$ cat config.mk
export PLATFORM = sky130hd
export DESIGN_NAME = pfc_prot_sup
export DESIGN_NICKNAME = d
export VERILOG_FILES = /design/src/rtl/pfc_sup_pkg.sv /design/src/rtl/pfc_hyst_cmp.sv /design/src/rtl/pfc_open_fb.sv /design/src/rtl/pfc_sat_guard.sv /design/src/rtl/pfc_prot_sup.sv
export SDC_FILE = /design/constraint.sdc
export NUM_CORES = 1
export LEC_CHECK = 0
export ABC_CLOCK_PERIOD_IN_PS = 1930
export BUFFER_PORTS_ARGS = -buffer_cell sky130_fd_sc_hd__clkbuf_2
export CAP_MARGIN = 5
export CORE_UTILIZATION = 30
export CTS_CLUSTER_SIZE = 40
export DETAILED_ROUTE_END_ITERATION = 7
export SYNTH_ARGS = -nofsm -noshare
export SYNTH_HDL_FRONTEND = slang
export SYNTH_SLANG_ARGS = --single-unit
$ cat constraint.sdc
create_clock -name clk -period 1.93 [get_ports clk]
set_input_delay 0.193 -clock clk [delete_from_list [all_inputs] [get_ports clk]]
set_output_delay 0.193 -clock clk [all_outputs]
set_load 0.005 [all_outputs]
$ cat src/rtl/pfc_sup_pkg.sv
package pfc_sup_pkg;
  parameter int MV_W = 13;
  typedef logic [MV_W-1:0] mv_t;
endpackage

$ cat src/rtl/pfc_hyst_cmp.sv
module pfc_hyst_cmp #(
  parameter int W       = pfc_sup_pkg::MV_W,
  parameter int HI_MV   = 3400,
  parameter int LO_MV   = 3260,
  parameter bit ACT_LOW = 1'b0
) (
  input  logic         clk,
  input  logic         rst_l,
  input  logic [W-1:0] smp,
  output logic         q,
  output logic         rel
);
  localparam logic [W-1:0] HI_V = W'(HI_MV);
  localparam logic [W-1:0] LO_V = W'(LO_MV);

  logic set_c, clr_c, q_nxt;

  generate
    if (ACT_LOW) begin : g_low
      assign set_c = smp < LO_V;
      assign clr_c = smp > HI_V;
    end else begin : g_high
      assign set_c = smp > HI_V;
      assign clr_c = smp < LO_V;
    end
  endgenerate

  always_comb begin
    q_nxt = q;
    if (set_c)      q_nxt = 1'b1;
    else if (clr_c) q_nxt = 1'b0;
  end

  always_ff @(posedge clk or negedge rst_l) begin
    if (!rst_l) begin
      q   <= 1'b0;
      rel <= 1'b0;
    end else begin
      q   <= q_nxt;
      rel <= q & ~q_nxt;
    end
  end

  // a sample past the trip level arms the comparator
  a_r1_trip_sets: assert property (@(posedge clk) disable iff (!rst_l)
    set_c |=> q);
  // inside the band the state holds
  a_r2_band_holds: assert property (@(posedge clk) disable iff (!rst_l)
    (q && !clr_c) |=> q);
endmodule

$ cat src/rtl/pfc_open_fb.sv
module pfc_open_fb #(
  parameter int W      = pfc_sup_pkg::MV_W,
  parameter int OV_MV  = 3400,
  parameter int INV_MV = 1200
) (
  input  logic         clk,
  input  logic         rst_l,
  input  logic [W-1:0] bus,
  input  logic [W-1:0] inv,
  output logic         lat
);
  localparam logic [W-1:0] OV_V  = W'(OV_MV);
  localparam logic [W-1:0] INV_V = W'(INV_MV);

  logic hit, lat_nxt;

  assign hit = (bus > OV_V) && (inv < INV_V);

  always_comb lat_nxt = lat | hit;

  always_ff @(posedge clk or negedge rst_l) begin
    if (!rst_l) lat <= 1'b0;
    else        lat <= lat_nxt;
  end

  a_r4_open_sticky: assert property (@(posedge clk) disable iff (!rst_l)
    lat |=> lat);
  a_r3_open_needs_both: assert property (@(posedge clk) disable iff (!rst_l)
    (!lat && !(bus > OV_V)) |=> !lat);
endmodule

$ cat src/rtl/pfc_sat_guard.sv
module pfc_sat_guard #(
  parameter int W         = pfc_sup_pkg::MV_W,
  parameter int SAT_MV    = 1700,
  parameter int BLANK_CYC = 50
) (
  input  logic         clk,
  input  logic         rst_l,
  input  logic         gate,
  input  logic [W-1:0] cs,
  output logic         lat
);
  localparam int CW = $clog2(BLANK_CYC + 1);
  localparam logic [W-1:0]  SAT_V = W'(SAT_MV);
  localparam logic [CW-1:0] LOAD  = CW'(BLANK_CYC - 1);

  logic          gate_d, rise, blank, hit, lat_nxt;
  logic [CW-1:0] cnt, cnt_nxt;

  assign rise  = gate & ~gate_d;
  assign blank = rise | (cnt != '0);
  assign hit   = gate & ~blank & (cs > SAT_V);

  always_comb begin
    cnt_nxt = cnt;
    if (rise)             cnt_nxt = LOAD;
    else if (cnt != '0)   cnt_nxt = cnt - 1'b1;
    lat_nxt = lat | hit;
  end

  always_ff @(posedge clk or negedge rst_l) begin
    if (!rst_l) begin
      gate_d <= 1'b0;
      cnt    <= '0;
      lat    <= 1'b0;
    end else begin
      gate_d <= gate;
      cnt    <= cnt_nxt;
      lat    <= lat_nxt;
    end
  end

  // the rising-edge cycle never trips the latch
  a_r6_edge_blanked: assert property (@(posedge clk) disable iff (!rst_l)
    (!lat && rise) |=> !lat);
  a_r6_gate_low_ignored: assert property (@(posedge clk) disable iff (!rst_l)
    (!lat && !gate) |=> !lat);
  a_r4_sat_sticky: assert property (@(posedge clk) disable iff (!rst_l)
    lat |=> lat);
endmodule

$ cat src/rtl/pfc_prot_sup.sv
module pfc_prot_sup #(
  parameter int W         = pfc_sup_pkg::MV_W,
  parameter int OV_HI_MV  = 3400,
  parameter int OV_LO_MV  = 3260,
  parameter int OPEN_MV   = 1200,
  parameter int SAT_MV    = 1700,
  parameter int DIS_LO_MV = 750,
  parameter int DIS_HI_MV = 800,
  parameter int BLANK_CYC = 50
) (
  input  logic         clk,
  input  logic         rst_n,
  input  logic [W-1:0] bus_mv,
  input  logic [W-1:0] inv_mv,
  input  logic [W-1:0] cs_mv,
  input  logic         pfc_gate,
  output logic         pfc_en,
  output logic         drv_stop,
  output logic         lat_open,
  output logic         lat_sat,
  output logic         restart_req
);
  logic rst_s1, rst_l;
  logic ov_q, ov_rel_unused, dis_q, dis_rel, latched;

  always_ff @(posedge clk or negedge rst_n) begin
    if (!rst_n) begin
      rst_s1 <= 1'b0;
      rst_l  <= 1'b0;
    end else begin
      rst_s1 <= 1'b1;
      rst_l  <= rst_s1;
    end
  end

  pfc_hyst_cmp #(.W(W), .HI_MV(OV_HI_MV), .LO_MV(OV_LO_MV), .ACT_LOW(1'b0)) u_ov (
    .clk(clk), .rst_l(rst_l), .smp(bus_mv), .q(ov_q), .rel(ov_rel_unused));

  pfc_hyst_cmp #(.W(W), .HI_MV(DIS_HI_MV), .LO_MV(DIS_LO_MV), .ACT_LOW(1'b1)) u_dis (
    .clk(clk), .rst_l(rst_l), .smp(bus_mv), .q(dis_q), .rel(dis_rel));

  pfc_open_fb #(.W(W), .OV_MV(OV_HI_MV), .INV_MV(OPEN_MV)) u_open (
    .clk(clk), .rst_l(rst_l), .bus(bus_mv), .inv(inv_mv), .lat(lat_open));

  pfc_sat_guard #(.W(W), .SAT_MV(SAT_MV), .BLANK_CYC(BLANK_CYC)) u_sat (
    .clk(clk), .rst_l(rst_l), .gate(pfc_gate), .cs(cs_mv), .lat(lat_sat));

  // latched faults outrank the unlatched disable and the over-voltage gate
  assign latched     = lat_open | lat_sat;
  assign drv_stop    = latched | dis_q;
  assign pfc_en      = ~drv_stop & ~ov_q;
  assign restart_req = dis_rel & ~latched;

  a_r7_disable_stops: assert property (@(posedge clk) disable iff (!rst_l)
    (bus_mv < W'(DIS_LO_MV)) |=> (drv_stop && !pfc_en));
  a_r8_restart_single: assert property (@(posedge clk) disable iff (!rst_l)
    restart_req |=> !restart_req);
  a_r1_ov_gates: assert property (@(posedge clk) disable iff (!rst_l)
    (bus_mv > W'(OV_HI_MV)) |=> !pfc_en);
  a_r9_latched_keeps_stop: assert property (@(posedge clk) disable iff (!rst_l)
    latched |=> (drv_stop && !restart_req));
endmodule

# --- Yosys cells after proc, flatten, opt, wreduce, memory -nomap -nowiden ---
# Index checks and enable logic that the tools add are counted.
classes:
  mul: 0
  n_reduce_logical: 4
  n_mux: 6
  bitwise: 17
  n_addsub: 1
  n_lt_le_gt_ge: 6
  eq_ne: 0
  shift: 0
  div: 0
ops:
  columns: ["op", "count"]
  rows:
  - ["$gt A13 B10 Y1 const B", 1]
  - ["$gt A13 B11 Y1 const B", 1]
  - ["$gt A13 B12 Y1 const B", 1]
  - ["$lt A13 B10 Y1 const B", 1]
  - ["$lt A13 B11 Y1 const B", 1]
  - ["$lt A13 B12 Y1 const B", 1]
  - ["$mux W6", 2]
  - ["$and A1 B1 Y1", 6]
  - ["$not A1 Y1", 6]
  - ["$reduce_bool A6 Y1", 1]
  - ["$sub A6 B1 Y6 const B", 1]
  - ["$or A1 B1 Y1", 5]
  - ["$mux W1", 4]
  - ["$reduce_bool A2 Y1", 2]
  - ["$logic_and A1 B1 Y1", 1]
totals:
  word_cells: 43
  latch_bits: 0
  input_bits: 42
  ff_bits: 14
  mem_count: 0
  rom_bits: 0
  ram_bits: 0

# --- Depth between registers and ports, before layout ---
# Gate-level depths: netlist (run 1).
depth:
  ltp_word: 7
  depth_mapped: 7

# --- Cells and area by module ---
# A second synthesis (run 1) with hierarchy kept.
hier_totals:
  hier_cells: 96
  area_unflattened_um2: 918.4
modules_own_cells:
  columns: ["module", "instances", "cells_each", "seq_area_each_um2", "area_each_um2"]
  rows:
  - ["pfc_sat_guard", 1, 49, 200.2, 464.2]
  - ["pfc_hyst_cmp at u_ov", 1, 14, 50.0, 132.6]
  - ["pfc_hyst_cmp at u_dis", 1, 12, 50.0, 130.1]
  - ["pfc_open_fb", 1, 15, 25.0, 117.6]
  - ["pfc_prot_sup", 1, 6, 50.0, 73.8]

# --- Least setup slack after synthesis (run 1) ---
# No wires, ideal clock.
synth_timing:
  kind: "flip-flop to flip-flop"
  from: "reg u_sat.cnt[2]"
  to: "reg u_sat.lat"
  n_path_buf: 1
  path_stages_with_launch: 6
  path_slack_ns: 0.412
  required_ns: 1.865
  arrival_ns: 1.453
  cell_sequence: "dfrtp_1 > or3_4 > or2_1 > buf_6 > a211oi_2 > a31o_1"
synth_between:
  elab_chain_len: 6
synth_lines:
  columns: ["element", "line", "rtl"]
  rows:
  - ["from (decl)", "pfc_sat_guard.sv:17", "logic [CW-1:0] cnt, cnt_nxt;"]
  - ["from (signal assigned)", "pfc_sat_guard.sv:37", "cnt <= cnt_nxt;"]
  - ["$reduce_bool A6 Y1", "pfc_sat_guard.sv:20", "assign blank = rise | (cnt != '0);"]
  - ["$or A1 B1 Y1", "pfc_sat_guard.sv:20", null]
  - ["$not A1 Y1", "pfc_sat_guard.sv:21", "assign hit = gate & ~blank & (cs > SAT_V);"]
  - ["$and A1 B1 Y1 (2 in a row)", "pfc_sat_guard.sv:21", null]
  - ["$or A1 B1 Y1", "pfc_sat_guard.sv:27", "lat_nxt = lat | hit;"]
  - ["named net u_sat.lat_nxt", "pfc_sat_guard.sv:16", "logic gate_d, rise, blank, hit, lat_nxt;"]
  - ["to (signal assigned)", "pfc_sat_guard.sv:38", "lat <= lat_nxt;"]
  - ["to (decl)", "pfc_sat_guard.sv:10", "output logic lat"]
# The timed path passes the listed nets, and every way through them passes these cells.
# A chain may end at the register's enable or synchronous reset.

# --- Worst setup path in the final report (run 1) ---
# Same ends and word-level chain as after synthesis.

==> out/results.txt, run 1 <==
Cell count along the critical path: 4
Worst Hold Path Cells: 1
Maximum clock rate: 0.638 GHz
Unrepaired setup endpoints after global routing: false
Fin. Hold Viols: 0
Via count: 871
Dpl hpwl: 1680 um
Post-layout power: 0.874 mW
Cell Pwr Density: 764 nW/um^2
Largest family of logic cells by synthesized area: simple AND/OR/NAND/NOR gates
Initial drt markers: 18
Yosys top cell by area: dfrtp_1
Initial core utilization: 0.314
Area Growth Syn to Fin: 33.0%
Post-synthesis sequential area ratio: 0.408
Syn Nets: 134
Top delay family on crit path: simple AND/OR/NAND/NOR gates
Mux contribution to synthesized area: 0.0116
CTS tree: done
Clk Latency, worst-skew pair: 0.27 ns
IO Pins: 47
Crit path cell chain: or3_4 > or2_1 > a211oi_2 > a31o_1
Die height: 55.5 um
Total CTS buffers: 3
CORE AREA: 2730 sq um
Mapped Avg Cell Area: 9.55 sq um
Share of cells above drive strength 1: 0.375
1st-pass router iterations: 4
Maximum fanout along the worst path: 6
WP data arrival: 1.79 ns
Final Max Tran Viols: 0
Most common flop cell mapped by yosys: dfrtp_1
Clock transition at path regs: 0.08 ns
GPL Wtd Cong: 0.788
Slowest cell delay on critical path: 0.41 ns
YS warnings: 0
Outcome: completed
Top-count cell post-synth: dfrtp_1
FF+latch count, synth: 14
Post-Synthesis Cell Area: 860 sq um
Fin nets: 181
Final ANT Viol Nets: 0
Post-CTS setup buffers: 0
Post-Syn Instances: 90
Routed length per instance: 12.1 um
Largest net degree at the start of global routing: 13
Synth top area share: 0.408
Number of remaining DRC errors: 0
Vias per cell: 5.22
Final setup viols: 0
Synth area leaders: dfrtp_1 (41%), o21ai_0 (4.1%), nor2_1 (3.5%)
Ys async rst share: 1.00
Peak supply drop: 0.450 mV
Max-cap violations: 0
Setup crit end kind: flip-flop
Synth top cells by count: dfrtp_1 (14), nor2_1 (8), nand2_1 (7), o21ai_0 (7), nor3_1 (4)
Clk_skew: 0.00192 ns
Clock period minus worst slack: 1.57 ns
WL final: 2030 um
Vias in the first global route: 870
Met2 Usage GRT: 0.262
M1 GR Usage: 0.166
FP Rows: 19
Req. time, crit path: 2.15 ns
Post-Synth Adder-Cell Area: 0.0291
Synth cell types: 40
Die width: 55.5 um
Crit share post-route: 0.812
Buffers added on ports: 42
Initial antenna violation count: 0
Worst Hold Class: in2reg
ANT cells: 0
Total Routing Usage GR: 0.141
GR peak layer: met2
Clk sinks: 14
Met3 usage: 0.0492
Critical path startpoint category: flip-flop
Fillcell total: 284
Post-synthesis compound-gate area fraction: 0.230
Deepest clock path buffer count: 2
P_leak: 0.518 nW
Worst reg-to-reg path cell count: 4
First-pass GRT wire length: 3550 um
H-Tree Depth: 1
Post-synth EDFFs: 0
Critical path type: reg2reg
Critical path's slowest cell: dfrtp_1
Post-Synth XOR/XNOR Area: 0.0306
Global route total overflow: 0
Bufs and invs on worst path: 0
Die area: 3080 sq um
Root Buffer: clkbuf_4
Cts repair resizes: 0
Setup TNS: 0 ns
Simple-Gate Fraction of Synth Area: 0.265
routing by layer:
metal	part of all wire	wire (um)	up-vias
met2	0.51	1040	25
met3	0.045	92	0
met1	0.44	895	410
met5	0	0	-
li1	-	-	436
met4	0	0	0
layout make-up:
| class | count | area (sq um) | share of cell area |
|---|---|---|---|
| Sequential cell | 14 | 350 | 0.306 |
| Multi-Input combinational cell | 73 | 490 | 0.429 |
| Inverter | 2 | 7.51 | 0.00656 |
| Tap cell | 31 | 38.8 | 0.0339 |
| Clock buffer | 4 | 36.3 | 0.0317 |
| Timing Repair Buffer | 43 | 220 | 0.193 |
cells in the final DEF, fill, tap and decap left out, types with 2 or more instances in the layout:
cell,instances
a2111oi_0,3
a21oi_1,2
a31oi_1,2
clkbuf_2,42
clkbuf_4,3
dfrtp_1,14
ha_1,2
inv_1,2
nand2_1,7
nand2b_1,2
nand3b_1,3
nand4_1,3
nor2_1,8
nor2b_1,2
nor3_1,4
nor4_1,3
o21ai_0,7
xnor2_1,2
cell families after synthesis:
group                      Yosys count
and+or+nand+nor                     40
muxes                                1
buffers and inverters                3
other                                1
AOI/OAI and AO/OA                   26
DFF                                 14
xor gates and xnor gates             3
adders and majority gates            2
flip-flops by register name, indices dropped and copies added, names as in the netlist:
signal and flops:
u_dis.q 1, u_sat.cnt 6, u_dis.rel 1, rst_l 1, rst_s1 1, u_ov.q 1, u_open.lat 1, u_sat.lat 1
u_sat.gate_d 1
through the flow:
stage / std cells / setup slack (ns) / hold slack (ns) / instance area, sq um / utilization
after detailed placement: 162 / 0.375 / -0.0178 / 1100 / 0.401
after CTS: 167 / 0.364 / 0.0541 / 1140 / 0.418
after global routing: 167 / 0.315 / 0.0505 / 1140 / 0.418
after floorplan: 90 / 0.412 / -0.103 / 860 / -
after global placement: 162 / 0.375 / -0.0199 / 1100 / 0.401
final: 167 / 0.363 / 0.0644 / 1140 / 0.418
final timing paths:
path	startpoint	end	slack (ns)
max	u_sat.cnt[2]$_DFFE_PN0P_	u_sat.lat$_DFF_PN0_	0.36
min	pfc_gate	u_sat.gate_d$_DFF_PN0_	0.06
max reg2reg	u_sat.cnt[2]$_DFFE_PN0P_	u_sat.lat$_DFF_PN0_	0.36
min reg2reg	rst_l$_DFF_PN0_	u_sat.cnt[3]$_DFFE_PN0P_	0.20
max in group asynchronous	rst_l$_DFF_PN0_	u_sat.cnt[0]$_DFFE_PN0P_	1.40
min in group asynchronous	rst_l$_DFF_PN0_	u_sat.cnt[3]$_DFFE_PN0P_	0.20
power by group:
group,total (mW),internal [mW],switching [mW]
clock,0.205,0.115,0.0907
combinational,0.260,0.141,0.118
sequential,0.409,0.353,0.0558
total,0.874,0.610,0.265
timing repair:
item / 4_1_cts / 5_1_grt
endpoints found under the setup margin: 0 / 0
endpoints found under the hold margin: 2 / 0
hold buffers: 1 / 0
worst reg2reg max path: stages (launching register included):
cell and delay (ns):
dfrtp_1 0.41, or3_4 0.40, or2_1 0.33, a211oi_2 0.22, a31o_1 0.15
Note: power is estimated with default switching activity, not from simulation.
==> run 2: changes to the inputs <==
--- a/config.mk
+++ b/config.mk
@@ -5,7 +5,7 @@
 export SDC_FILE = /design/constraint.sdc
 export NUM_CORES = 1
 export LEC_CHECK = 0
-export ABC_CLOCK_PERIOD_IN_PS = 1930
+export ABC_CLOCK_PERIOD_IN_PS = 1600
 export BUFFER_PORTS_ARGS = -buffer_cell sky130_fd_sc_hd__clkbuf_2
 export CAP_MARGIN = 5
 export CORE_UTILIZATION = 30
==> constraint.sdc (replaced) <==
create_clock -name clk -period 1.6 [get_ports clk]
set_input_delay 0.16 -clock clk [delete_from_list [all_inputs] [get_ports clk]]
set_output_delay 0.16 -clock clk [all_outputs]
set_load 0.005 [all_outputs]
==> run 2 against run 1 <==
Clock power grew 26%. Count of clock-buffer cells in the layout unchanged. Fmax increased by 4.8%. Non-clock buffer count rose by 2.
==> out/results.txt, run 2 (synthesis results as in run 1) <==
Bufs and invs on worst path: 0 (unchanged)
Area Growth Syn to Fin: 35.1%
Largest net degree at the start of global routing: 13 (unchanged)
Critical path's slowest cell: dfrtp_1
Post-CTS setup buffers: 0 (unchanged)
Setup TNS: 0 ns (unchanged)
Final non-filler cell area: 1160 sq um (+1.5%)
Clock period minus worst slack: 1.49 ns (-0.0722 ns)
Via count: 910 (+4.5%)
Placed cells: 164 (+1.2%)
Die width: 55.5 um (unchanged)
Most frequent cells in the layout: clkbuf_2 (42), dfrtp_1 (14), nor2_1 (8)
Setup crit end kind: flip-flop
First-pass GRT wire length: 3610 um (+1.7%)
Final setup viols: 0 (unchanged)
FF+latch area: 350 sq um (unchanged)
Crit share post-route: 0.934 (+0.122)
Root Buffer: clkbuf_4
Fin nets: 183 (+1.1%)
Global route total overflow: 0 (unchanged)
Die height: 55.5 um (unchanged)
Total CTS buffers: 3 (unchanged)
P_leak: 0.529 nW (+2.2%)
Slowest cell delay on critical path: 0.41 ns (about the same)
Area of the multi-input gates: 493 sq um (+0.51%)
Share of cells above drive strength 1: 0.391 (+0.0163)
Dpl hpwl: 1660 um (-1.1%)
R2R Setup Slk: 0.11 ns (-0.26 ns)
Critical path type: reg2reg
Reg with most FFs: u_sat.cnt
Critical path startpoint category: flip-flop
Outcome: completed
Cell Pwr Density: 941 nW/um^2 (+23%)
IO Pins: 47 (unchanged)
ANT cells: 0 (unchanged)
1st-pass router iterations: 4 (unchanged)
Fillcell total: 300 (+5.6%)
WL final: 2040 um (+0.69%)
Placed cell areas: 1110 sq um (+1.4%)
Clk Latency, worst-skew pair: 0.28 ns (about the same)
Commonest non-fill, non-tap cell in the layout: clkbuf_2
Worst Hold Class: in2reg
Final ANT Viol Nets: 0 (unchanged)
Crit path cell chain: or3_4 > or2_4 > a211oi_2 > a31o_1
Routed length per instance: 12.1 um (-0.50%)
Initial antenna violation count: 0 (unchanged)
Max-cap violations: 0 (unchanged)
GPL Wtd Cong: 0.774 (-1.9%)
Top delay family on crit path: simple AND/OR/NAND/NOR gates
FP Rows: 19 (unchanged)
Hold slack: 0.0145 ns (-0.0499 ns)
Non-filler cells, final: 169 (+1.2%)
Pre-CTS WS: 0.0566 ns (-0.318 ns)
Total Routing Usage GR: 0.145 (+0.00347)
H-Tree Depth: 1 (unchanged)
Unrepaired setup endpoints after global routing: false
Max FFs per register: 6 (unchanged)
Final Max Tran Viols: 0 (unchanged)
Req. time, crit path: 1.83 ns (-0.32 ns)
CTS tree: done
Clock transition at path regs: 0.09 ns (about the same)
Buffers added on ports: 42 (unchanged)
Vias in the first global route: 859 (-1.3%)
Die area: 3080 sq um (unchanged)
Maximum clock rate: 0.669 GHz (+4.8%)
Maximum fanout along the worst path: 6 (unchanged)
Initial drt markers: 36 (+18)
CORE AREA: 2730 sq um (unchanged)
Fin. Hold Viols: 0 (unchanged)
Deepest clock path buffer count: 2 (unchanged)
Peak supply drop: 0.555 mV (+23%)
Initial core utilization: 0.314 (unchanged)
Clk_skew: 0.00324 ns (+0.00132 ns)
Final setup margin: 0.105 ns (-0.258 ns)
Clk sinks: 14 (unchanged)
WP data arrival: 1.72 ns (-0.07 ns)
Number of remaining DRC errors: 0 (unchanged)
Vias per cell: 5.38 (+3.2%)
## run 2: repair_timing
action | CTS | global route
gates resized for setup | 0 | 1
hold endpoints to repair | 2 | 0
endpoints found under the setup margin | 0 | 1
hold buffers | 1 | 0
## run 2: area by class of cell
type                            count  share of cell area
Clock buffer                        4              0.0313
Inverter                            2             0.00647
Sequential cell                    14               0.302
Timing Repair Buffer               45               0.203
Tap cell                           31              0.0334
Multi-Input combinational cell     73               0.425
## run 2: through the flow
| step | total power [mW] | utilization |
|---|---|---|
| after floorplan | 0.695 | - |
| after global placement | 0.825 | 0.407 |
| after detailed placement | 0.844 | 0.407 |
| after CTS | 1.11 | 0.424 |
| after global routing | 1.18 | 0.425 |
| final | 1.09 | 0.425 |
## run 2: report_power, final
part           total (mW)  internal (mW)  switching (mW)
registers           0.486          0.426          0.0593
logic               0.348          0.192           0.156
clock network       0.259          0.139           0.120
## run 2: final timing paths
check,end,startpoint,cells past startpoint
max,u_sat.lat$_DFF_PN0_,u_sat.cnt[3]$_DFFE_PN0P_,4
min,u_sat.gate_d$_DFF_PN0_,pfc_gate,1
max reg2reg,u_sat.lat$_DFF_PN0_,u_sat.cnt[3]$_DFFE_PN0P_,4
min reg2reg,u_sat.cnt[1]$_DFFE_PN0P_,rst_l$_DFF_PN0_,0
max in group asynchronous,u_open.lat$_DFF_PN0_,rst_l$_DFF_PN0_,0
min in group asynchronous,rst_s1$_DFF_PN0_,rst_n,2
## run 2: per-layer routing
layer | vias up | wire length [um] | global-route usage
li1 | 440 | - | -
met1 | 439 | 843 | 0.181
met2 | 26 | 1060 | 0.246
met3 | 5 | 110 | 0.0351
met4 | 0 | 28 | 0.0429
met5 | - | 0 | 0
## run 2: worst register-to-register path, cell delays in order, from the launching register on
cell,delay [ns]
dfrtp_1,0.41
or3_4,0.38
or2_4,0.30
a211oi_2,0.20
a31o_1,0.16
